==> config.mk <==
export PLATFORM = sky130hd
export DESIGN_NAME = bit_chan_extract
export DESIGN_NICKNAME = d
export VERILOG_FILES = /design/src/rtl/bce_pkg.sv /design/src/rtl/bce_cfg_shadow.sv /design/src/rtl/bce_bit_select.sv /design/src/rtl/bce_out_stage.sv /design/src/rtl/bit_chan_extract.sv
export SDC_FILE = /design/constraint.sdc
export NUM_CORES = 1
export LEC_CHECK = 0
export BUFFER_PORTS_ARGS = -buffer_cell sky130_fd_sc_hd__buf_2
export CORE_ASPECT_RATIO = 0.9
export CORE_UTILIZATION = 45
export CTS_CLUSTER_DIAMETER = 60
export CTS_CLUSTER_SIZE = 30
export DETAILED_ROUTE_END_ITERATION = 16
export PLACE_DENSITY = 0.74
export SLEW_MARGIN = 10
export SYNTH_ARGS = -nofsm -noshare
export SYNTH_HDL_FRONTEND = slang
export SYNTH_SLANG_ARGS = --single-unit
==> constraint.sdc <==
create_clock -name clk -period 1.8 [get_ports clk]
set_clock_uncertainty 0.1 [all_clocks]
set_input_delay 0.18 -clock clk [delete_from_list [all_inputs] [get_ports clk]]
set_output_delay 0.18 -clock clk [all_outputs]
set_load 0.01 [all_outputs]
==> src/rtl/bce_pkg.sv <==
package bce_pkg;

    localparam int SLOT_W    = 5;
    localparam int LINK_W    = 5;
    localparam int SLOT_BITS = 8;
    localparam int POS_W     = $clog2(SLOT_BITS);

    typedef enum logic [1:0] {
        FSEL_NONE = 2'b00,
        FSEL_EVEN = 2'b01,
        FSEL_ODD  = 2'b10,
        FSEL_ALL  = 2'b11
    } fsel_e;

    typedef struct packed {
        logic [LINK_W-1:0]    link;
        logic [SLOT_W-1:0]    slot;
        logic [SLOT_BITS-1:0] mask;
        fsel_e                fsel;
    } chan_cfg_t;

    typedef struct packed {
        logic              vld;
        logic              data;
        logic              sof;
        logic              odd;
        logic [SLOT_W-1:0] slot;
        logic [POS_W-1:0]  pos;
        logic [LINK_W-1:0] link;
    } line_bit_t;

    localparam chan_cfg_t CFG_RESET = '{link: '0, slot: '0, mask: '0, fsel: FSEL_NONE};

    function automatic logic frame_pass(input fsel_e f, input logic odd);
        case (f)
            FSEL_EVEN: frame_pass = !odd;
            FSEL_ODD:  frame_pass = odd;
            FSEL_ALL:  frame_pass = 1'b1;
            default:   frame_pass = 1'b0;
        endcase
    endfunction

endpackage

==> src/rtl/bce_cfg_shadow.sv <==
module bce_cfg_shadow
    import bce_pkg::*;
(
    input  logic      clk,
    input  logic      rst,
    input  logic      wr_en,
    input  chan_cfg_t wr_cfg,
    input  logic      commit,
    output chan_cfg_t eff_cfg
);

    chan_cfg_t staged_q;
    chan_cfg_t active_q;

    always_ff @(posedge clk) begin
        if (rst) begin
            staged_q <= CFG_RESET;
        end else if (wr_en) begin
            staged_q <= wr_cfg;
        end
    end

    always_ff @(posedge clk) begin
        if (rst) begin
            active_q <= CFG_RESET;
        end else if (commit) begin
            active_q <= staged_q;
        end
    end

    // The frame-start bit is judged by the settings it commits.
    always_comb begin
        eff_cfg = commit ? staged_q : active_q;
    end

    assert_active_holds_R9: assert property (@(posedge clk) disable iff (rst)
        !commit |=> $stable(active_q));

    assert_commit_loads_R10: assert property (@(posedge clk) disable iff (rst)
        commit |=> (active_q == $past(staged_q)));

endmodule

==> src/rtl/bce_bit_select.sv <==
module bce_bit_select
    import bce_pkg::*;
(
    input  line_bit_t lb,
    input  chan_cfg_t cfg,
    output logic      take
);

    logic link_hit;
    logic slot_hit;
    logic mask_hit;
    logic frame_hit;

    always_comb begin
        link_hit  = (lb.link == cfg.link);
        slot_hit  = (lb.slot == cfg.slot);
        mask_hit  = cfg.mask[lb.pos];
        frame_hit = frame_pass(cfg.fsel, lb.odd);
        take      = lb.vld && link_hit && slot_hit && mask_hit && frame_hit;
    end

endmodule

==> src/rtl/bce_out_stage.sv <==
module bce_out_stage (
    input  logic clk,
    input  logic rst,
    input  logic take,
    input  logic data,
    output logic out_vld,
    output logic out_bit
);

    always_ff @(posedge clk) begin
        if (rst) begin
            out_vld <= 1'b0;
            out_bit <= 1'b0;
        end else begin
            out_vld <= take;
            out_bit <= take ? data : 1'b0;
        end
    end

endmodule

==> src/rtl/bit_chan_extract.sv <==
module bit_chan_extract
    import bce_pkg::*;
(
    input  logic              clk,
    input  logic              rst,
    input  logic              bit_vld,
    input  logic              line_bit,
    input  logic              frame_sof,
    input  logic              frame_odd,
    input  logic [SLOT_W-1:0] slot_num,
    input  logic [POS_W-1:0]  bit_pos,
    input  logic [LINK_W-1:0] link_num,
    input  logic              cfg_wr,
    input  logic [LINK_W-1:0] cfg_link,
    input  logic [SLOT_W-1:0] cfg_slot,
    input  logic [SLOT_BITS-1:0] cfg_mask,
    input  logic [1:0]        cfg_fsel,
    output logic              out_vld,
    output logic              out_bit
);

    line_bit_t lb;
    chan_cfg_t wr_cfg;
    chan_cfg_t eff_cfg;
    logic      commit;
    logic      take;

    always_comb begin
        lb.vld  = bit_vld;
        lb.data = line_bit;
        lb.sof  = frame_sof;
        lb.odd  = frame_odd;
        lb.slot = slot_num;
        lb.pos  = bit_pos;
        lb.link = link_num;
        wr_cfg.link = cfg_link;
        wr_cfg.slot = cfg_slot;
        wr_cfg.mask = cfg_mask;
        wr_cfg.fsel = fsel_e'(cfg_fsel);
        commit = bit_vld && frame_sof;
    end

    bce_cfg_shadow u_cfg (
        .clk    (clk),
        .rst    (rst),
        .wr_en  (cfg_wr),
        .wr_cfg (wr_cfg),
        .commit (commit),
        .eff_cfg(eff_cfg)
    );

    bce_bit_select u_sel (
        .lb  (lb),
        .cfg (eff_cfg),
        .take(take)
    );

    bce_out_stage u_out (
        .clk    (clk),
        .rst    (rst),
        .take   (take),
        .data   (line_bit),
        .out_vld(out_vld),
        .out_bit(out_bit)
    );

    assert_out_needs_input_R8: assert property (@(posedge clk) disable iff (rst)
        out_vld |-> $past(bit_vld));

    assert_out_data_R8: assert property (@(posedge clk) disable iff (rst)
        out_vld |-> (out_bit == $past(line_bit)));

    assert_slot_match_R2: assert property (@(posedge clk) disable iff (rst)
        out_vld |-> ($past(slot_num) == $past(eff_cfg.slot)));

    assert_link_match_R7: assert property (@(posedge clk) disable iff (rst)
        out_vld |-> ($past(link_num) == $past(eff_cfg.link)));

    assert_mask_bit_R3: assert property (@(posedge clk) disable iff (rst)
        out_vld |-> $past(eff_cfg.mask[bit_pos]));

    assert_filter_none_R4: assert property (@(posedge clk) disable iff (rst)
        out_vld |-> ($past(eff_cfg.fsel) != FSEL_NONE));

    assert_parity_R5: assert property (@(posedge clk) disable iff (rst)
        out_vld && ($past(eff_cfg.fsel) == FSEL_EVEN) |-> !$past(frame_odd));

endmodule

==> load_flow_metrics.sql, run 1 <==
INSERT INTO impl_metrics (metric_group, metric, value, unit) VALUES
('synthesis', 'fraction_of_the_yosys_area_taken_by_sequential_cells', '47.0', '%'),
('grt', 'grt_pass1_wl', '5.16', 'mm'),
('sta', 'unrepaired_setup_endpoints_after_global_routing', 'no', ''),
('setup_path', 'crit_path_top_delay_cell', 'sky130_fd_sc_hd__dfxtp_1', ''),
('sta', 'slew_viol_final', '0', ''),
('floorplan', 'die_area', '4240', 'um^2'),
('synthesis', 'synthCells', '188', ''),
('power_and_ir_drop', 'pwr-share-comb', '12.1', '%'),
('setup_path', 'crit_path_cell_trace', 'a221o_1 -> a22oi_1 -> nand4_1 -> a2111oi_2', ''),
('hold_path', 'min-delay-path-class', 'in2reg', ''),
('detailed_routing', 'drc', '0', ''),
('finish', 'design.final.nets', '270', ''),
('synthesis', 'synth-edff-count', '0', ''),
('setup_path', 'worst-path-buf-inv', '0', ''),
('sta', 'max_slew.worst_pin.slew', '0.581', 'ns'),
('clocking', 'clockRootBuffer', 'sky130_fd_sc_hd__clkbuf_8', ''),
('setup_path', 'criticalPathCategory', 'reg2reg', ''),
('synthesis', 'synth_top_area_share', '47.0', '%'),
('clocking', 'clock_tree_from_tritoncts', 'built', ''),
('synthesis', 'synthesis.area', '1790', 'um^2'),
('placed_design', 'gpl.final_weighted_congestion', '0.764', ''),
('setup_path', 'arrival', '1.64', 'ns'),
('clocking', 'clock_tree_buf_depth', '2', ''),
('outcome', 'outcome', 'completed', ''),
('clocking', 'ctsHtreeMaxLevel', '2', ''),
('sta', 'setup_ws', '0.256', 'ns'),
('clocking', 'cts.sinks', '42', ''),
('grt', 'number_of_antenna_violations_at_the_first_check_in_global_routing', '0', ''),
('detailed_routing', 'drt-pass1-iter-count', '4', ''),
('grt', 'first_global_vias', '1106', ''),
('power_and_ir_drop', 'power.switching', '0.433', 'mW'),
('floorplan', 'die_x', '68.5', 'um'),
('sta', 'final.min_clock_period', '1.54', 'ns'),
('synthesis', 'synth-async-reset-ratio', '0', '%'),
('placed_design', 'port_buffer_cells', '41', ''),
('finish', 'core_util_final', '56.4', '%'),
('finish', 'area_delta_synth_final', '18.3', '%'),
('power_and_ir_drop', 'max_vdd_drop', '493', 'uV'),
('placed_design', 'post-place-ws', '-0.00306', 'ns'),
('synthesis', 'synth.largest_area_cell', 'sky130_fd_sc_hd__dfxtp_1', ''),
('sta', 'relative_max_transition_margin', '61.3', '%'),
('detailed_routing', 'drt.antenna.violating_nets', '0', ''),
('grt', 'grt.overflow.total', '0', ''),
('finish', 'final_layout_size_suffix_gt1_share', '25.2', '%'),
('sta', 'number_of_hold_violations_in_the_final_report', '0', ''),
('power_and_ir_drop', 'power.internal', '1.33', 'mW'),
('floorplan', 'boundaryPins', '42', ''),
('clocking', 'worst_setup_hold_path_clk_slew', '0.07', 'ns'),
('sta', 'timing.final.crit_share', '85.8', '%'),
('finish', 'antenna_cells_inserted', '0', ''),
('finish', 'layout.cells.most_common_list', 'sky130_fd_sc_hd__dfxtp_1, sky130_fd_sc_hd__buf_2, sky130_fd_sc_hd__mux2i_1', ''),
('sta', 'max_freq', '648', 'MHz'),
('sta', 'setup-violations-final', '0', ''),
('power_and_ir_drop', 'power.density', '832', 'nW/um^2'),
('setup_path', 'worst-path-max-fanout', '4', ''),
('setup_path', 'cp_endpoint_kind', 'register', ''),
('detailed_routing', 'detail_route.wl_per_cell', '12.3', 'um'),
('clocking', 'cts_setup_buffers', '0', ''),
('grt', 'grt_start_max_net_pins', '41', ''),
('run', 'max_cap_viol_count', '0', ''),
('setup_path', 'required_time_reported_for_the_critical_path_endpoint', '1.89', 'ns'),
('clocking', 'holdBufCountCts', '0', ''),
('synthesis', 'synth.area.top_cells', 'sky130_fd_sc_hd__dfxtp_1, sky130_fd_sc_hd__mux2i_1, sky130_fd_sc_hd__nor2_1', ''),
('clocking', 'clk_latency', '0.29', 'ns'),
('setup_path', 'crit_path_max_incr_delay', '0.35', 'ns'),
('setup_path', 'timing.critical_path.from_type', 'register', ''),
('detailed_routing', 'dr.first_iter.drc_count', '71', ''),
('floorplan', 'die_height', '61.8', 'um'),
('synthesis', 'number_of_synthesized_register_bits', '42', ''),
('setup_path', 'critical-path-top-delay-family', 'compound AO/OA/AOI/OAI gates', ''),
('sta', 'fin_hold_ws', '0.0193', 'ns');
-- registers in the layout, summed over array words and instances, names as in the netlist --
signal / cells
u_cfg.active_q: 20
u_cfg.staged_q: 20
u_out.out_bit: 1
u_out.out_vld: 1
-- area by class of cell --
class                      instances  area, um^2
clock inverter                     2        10.0
timing repair buffer              46         243
multi-input combinational        132         887
fill                             354        1640
sequential                        42         841
tap                               46        57.6
clock buffer                       5        68.8
inverter                           3        11.3
-- per-layer routing --
layer	up-vias	GRT usage (%)	wire length [um]
li1	739	-	-
met1	624	24.9	1800
met2	31	22.8	1380
met3	5	6.57	185
met4	0	6.25	42
met5	-	0	0
-- synth_stat cells (2+ instances only) --
cell,n
sky130_fd_sc_hd__dfxtp_1,42
sky130_fd_sc_hd__mux2i_1,32
sky130_fd_sc_hd__nor2_1,30
sky130_fd_sc_hd__nand2_1,22
sky130_fd_sc_hd__a21oi_1,12
sky130_fd_sc_hd__clkbuf_1,8
sky130_fd_sc_hd__xor2_1,7
sky130_fd_sc_hd__inv_1,3
sky130_fd_sc_hd__nand4_1,3
sky130_fd_sc_hd__a2111oi_2,2
sky130_fd_sc_hd__a221o_1,2
sky130_fd_sc_hd__a22oi_1,2
sky130_fd_sc_hd__buf_2,2
sky130_fd_sc_hd__nand3_1,2
sky130_fd_sc_hd__xnor2_1,2
-- power groups by stage --
stage               sequential [mW]  combinational, mW  clock, mW
floorplan                      1.00              0.139          0
global placement               1.01              0.213          0
detailed placement             1.01              0.215          0
CTS                           0.990              0.216      0.571
global route                  0.994              0.238      0.614
finish                        0.991              0.214      0.559
-- worst paths after layout --
check / start / endpoint / slack [ns] / depth (start not counted)
worst min-delay path: cfg_link[0] / u_cfg.staged_q[15]$_SDFFE_PP0P_ / 0.02 / 3
worst max-delay path: u_cfg.staged_q[18]$_SDFFE_PP0P_ / u_out.out_vld$_SDFF_PP0_ / 0.26 / 4
worst max register to register: u_cfg.staged_q[18]$_SDFFE_PP0P_ / u_out.out_vld$_SDFF_PP0_ / 0.26 / 4
worst min register to register: u_cfg.active_q[14]$_SDFF_PP0_ / u_cfg.active_q[14]$_SDFF_PP0_ / 0.36 / 2
-- stage by stage --
stage               std cells  setup TNS (ns)  power, mW  instance area [um^2]
detailed placement        269        -0.00306       1.23                  2040
floorplan                 188               0       1.14                  1790
finish                    276               0       1.76                  2120
global route              276               0       1.85                  2120
global placement          269               0       1.22                  2040
CTS                       276               0       1.78                  2120
-- cell families after synthesis --
family,Yosys count,share of synthesized area (%)
xor gates and xnor gates,9,4.40
muxes,34,19.8
DFF,42,47.0
and+or+nand+nor,63,15.0
AOI/OAI and AO/OA,26,10.3
buffers and inverters,14,3.49
-- worst min-delay path, cell delays in order --
cell and delay (ns):
sky130_fd_sc_hd__buf_2 0.07, sky130_fd_sc_hd__mux2i_1 0.05, sky130_fd_sc_hd__nor2_1 0.07
Note: power is estimated with default switching activity, not from simulation.
==> run 2: changes to the inputs <==
Settings changed: ABC_CLOCK_PERIOD_IN_PS set to 1800, CORE_UTILIZATION 45 to 47, PLACE_DENSITY 0.74 to 0.76.
==> run 2 against run 1 <==
Against the previous run: die area shrank 4.1%; routed wire length increased by 5.5%; flip-flop and latch count did not move; clock-buffer cell count is 3 higher; via count grew 3.0%; first-iteration DRC count increased by 11%; largest cell class unchanged; sequential share of layout area fell by 0.39 points; critical endpoint unchanged; total power rose by 7.2%; register-to-register slack worse by 0.02 ns; maximum frequency decreased by 1.1%.
==> load_flow_metrics.sql, run 2 (synthesis results as in run 1) <==
INSERT INTO impl_metrics (metric_group, metric, value, unit) VALUES
('finish', 'antenna_cells_inserted', '0', ''),
('setup_path', 'crit_path_top_delay_cell', 'sky130_fd_sc_hd__dfxtp_1', ''),
('placed_design', 'placed_area', '2030', 'um^2'),
('sta', 'final.min_clock_period', '1.56', 'ns'),
('clocking', 'clock_tree_buf_depth', '2', ''),
('setup_path', 'cp_endpoint_kind', 'register', ''),
('placed_design', 'port_buffer_cells', '41', ''),
('detailed_routing', 'drt-pass1-iter-count', '4', ''),
('setup_path', 'required_time_reported_for_the_critical_path_endpoint', '1.89', 'ns'),
('setup_path', 'worst-r2r-cell-count', '4', ''),
('detailed_routing', 'drt.antenna.violating_nets', '0', ''),
('sta', 'timing.final.crit_share', '86.8', '%'),
('finish', 'final.fill_count', '328', ''),
('floorplan', 'core', '3500', 'um^2'),
('finish', 'top_regs', 'u_cfg.active_q (20), u_cfg.staged_q (20)', ''),
('power_and_ir_drop', 'power.density', '884', 'nW/um^2'),
('setup_path', 'criticalPathCategory', 'reg2reg', ''),
('hold_path', 'worst_hold_path.endpoint', 'u_cfg.staged_q[1]$_SDFFE_PP0P_', ''),
('clocking', 'worst_setup_hold_path_clk_slew', '0.08', 'ns'),
('setup_path', 'crit_path_cell_trace', 'a221o_1 -> a22oi_1 -> nand4_1 -> a2111oi_2', ''),
('grt', 'peak_usage_layer_in_the_global_routing_report', 'met2', ''),
('floorplan', 'die_x', '67.1', 'um'),
('placed_design', 'post-place-ws', '-0.0159', 'ns'),
('power_and_ir_drop', 'pwr-share-comb', '11.4', '%'),
('clocking', 'ctsHtreeMaxLevel', '2', ''),
('sta', 'setup-violations-final', '0', ''),
('hold_path', 'min-delay-path-class', 'in2reg', ''),
('finish', 'layout.cells.most_common', 'sky130_fd_sc_hd__dfxtp_1', ''),
('setup_path', 'timing.critical_path.from_type', 'register', ''),
('grt', 'grtUsageMet1', '25.6', '%'),
('power_and_ir_drop', 'report.power.total', '1.89', 'mW'),
('clocking', 'clock_tree_from_tritoncts', 'built', ''),
('power_and_ir_drop', 'power.internal', '1.46', 'mW'),
('power_and_ir_drop', 'clock_power_share', '36.2', '%'),
('detailed_routing', 'routed-via-count', '1441', ''),
('grt', 'gr-usage-met2', '28.6', '%'),
('grt', 'number_of_antenna_violations_at_the_first_check_in_global_routing', '0', ''),
('floorplan', 'initial_utilization', '51.1', '%'),
('detailed_routing', 'route.detailed.vias_per_inst', '5.26', ''),
('clocking', 'clk_latency', '0.29', 'ns'),
('detailed_routing', 'detail_route.wl_per_cell', '13.1', 'um'),
('finish', 'finalNonFillerCells', '274', ''),
('grt', 'grt.overflow.total', '0', ''),
('detailed_routing', 'drc', '0', ''),
('outcome', 'outcome', 'completed', ''),
('setup_path', 'r2r_end', 'u_out.out_vld$_SDFF_PP0_', ''),
('hold_path', 'worstHoldStart', 'cfg_fsel[1]', ''),
('sta', 'relative_max_transition_margin', '60.3', '%'),
('setup_path', 'critical-path-top-delay-family', 'compound AO/OA/AOI/OAI gates', ''),
('sta', 'slew_viol_final', '0', ''),
('floorplan', 'row_count', '20', ''),
('clocking', 'holdBufCountCts', '0', ''),
('clocking', 'cts.repair.resized', '0', ''),
('setup_path', 'cp-startpoint', 'u_cfg.staged_q[16]$_SDFFE_PP0P_', ''),
('sta', 'unrepaired_setup_endpoints_after_global_routing', 'no', ''),
('clocking', 'cts.sinks', '42', ''),
('power_and_ir_drop', 'max_vdd_drop', '646', 'uV'),
('power_and_ir_drop', 'seq_power_share', '52.4', '%'),
('grt', 'grt_start_max_net_pins', '41', ''),
('finish', 'design.final.nets', '269', ''),
('placed_design', 'gpl.final_weighted_congestion', '0.885', ''),
('floorplan', 'boundaryPins', '42', ''),
('sta', 'fin_tns_setup', '0', 'ns'),
('sta', 'fin_hold_ws', '0.0197', 'ns'),
('placed_design', 'place.detailed.instances', '266', ''),
('sta', 'number_of_hold_violations_in_the_final_report', '0', ''),
('finish', 'postLayoutCellArea', '2140', 'um^2'),
('clocking', 'clockRootBuffer', 'sky130_fd_sc_hd__clkbuf_8', ''),
('clocking', 'cts_buffers', '5', ''),
('run', 'max_cap_viol_count', '0', ''),
('setup_path', 'crit_path_max_incr_delay', '0.36', 'ns'),
('sta', 'max_slew.worst_pin.slew', '0.595', 'ns'),
('finish', 'final_layout_size_suffix_gt1_share', '25.2', '%'),
('grt', 'gr-usage-met3', '5.26', '%'),
('finish', 'layout.cells.most_common_list', 'sky130_fd_sc_hd__dfxtp_1, sky130_fd_sc_hd__buf_2, sky130_fd_sc_hd__mux2i_1', ''),
('grt', 'first_global_vias', '1265', ''),
('finish', 'area_delta_synth_final', '19.5', '%'),
('power_and_ir_drop', 'netSwitchingFraction', '23.0', '%'),
('floorplan', 'die_area', '4060', 'um^2'),
('sta', 'setup_ws', '0.238', 'ns'),
('clocking', 'cts_setup_buffers', '0', ''),
('setup_path', 'worst-path-buf-inv', '0', ''),
('setup_path', 'arrival', '1.65', 'ns'),
('grt', 'grt_pass1_wl', '5.67', 'mm'),
('detailed_routing', 'drt-total-wl', '3.59', 'mm'),
('setup_path', 'r2r_start', 'u_cfg.staged_q[16]$_SDFFE_PP0P_', ''),
('detailed_routing', 'dr.first_iter.drc_count', '79', ''),
('setup_path', 'reg2reg_setup_slack', '0.24', 'ns'),
('sta', 'max_freq', '640', 'MHz'),
('floorplan', 'die_height', '60.6', 'um'),
('setup_path', 'worst-path-max-fanout', '4', ''),
('grt', 'grt_use_total', '19.4', '%'),
('power_and_ir_drop', 'power.switching', '0.435', 'mW'),
('finish', 'core_util_final', '61.1', '%'),
('power_and_ir_drop', 'power.static_leakage', '0.970', 'nW'),
('hold_path', 'holdPathStages', '3', ''),
('placed_design', 'dp_hpwl', '2.53', 'mm');
==> run 2: how the worst max path moves through the flow <==
stage                                to  depth (start not counted)
3_5_place_dp   u_out.out_vld$_SDFF_PP0_                          6
4_1_cts        u_out.out_vld$_SDFF_PP0_                          5
6_report       u_out.out_vld$_SDFF_PP0_                          4
3_3_place_gp   u_out.out_vld$_SDFF_PP0_                          6
2_1_floorplan  u_out.out_bit$_SDFF_PP0_                          3
5_1_grt        u_out.out_vld$_SDFF_PP0_                          5
==> run 2: area by class of cell <==
type	instances	area, um^2	area share, %
Clock buffer	8	110	5.15
Multi-Input combinational cell	132	887	41.5
Inverter	3	11.3	0.526
Sequential cell	42	841	39.3
Tap cell	44	55.1	2.57
Timing Repair Buffer	45	235	11.0
==> run 2: worst min-delay path: stages <==
cell and delay [ns]:
sky130_fd_sc_hd__buf_2 0.07, sky130_fd_sc_hd__mux2i_1 0.05, sky130_fd_sc_hd__nor2_1 0.07
==> run 2: power groups by stage <==
stage	sequential, mW	combinational, mW	clock [mW]
after global placement	1.01	0.212	0
after detailed placement	1.01	0.216	0
final	0.990	0.215	0.685
after global routing	0.994	0.238	0.753
after CTS	0.990	0.217	0.705
after floorplan	1.00	0.139	0
==> run 2: routing by layer <==
layer  share of wire, %  routed length [um]  vias to the layer above
li1                   -                   -                      728
met1                 50                1790                      664
met2                 43                1530                       41
met3                5.5                 196                        8
met4                2.0                  72                        0
met5                  0                   0                        -
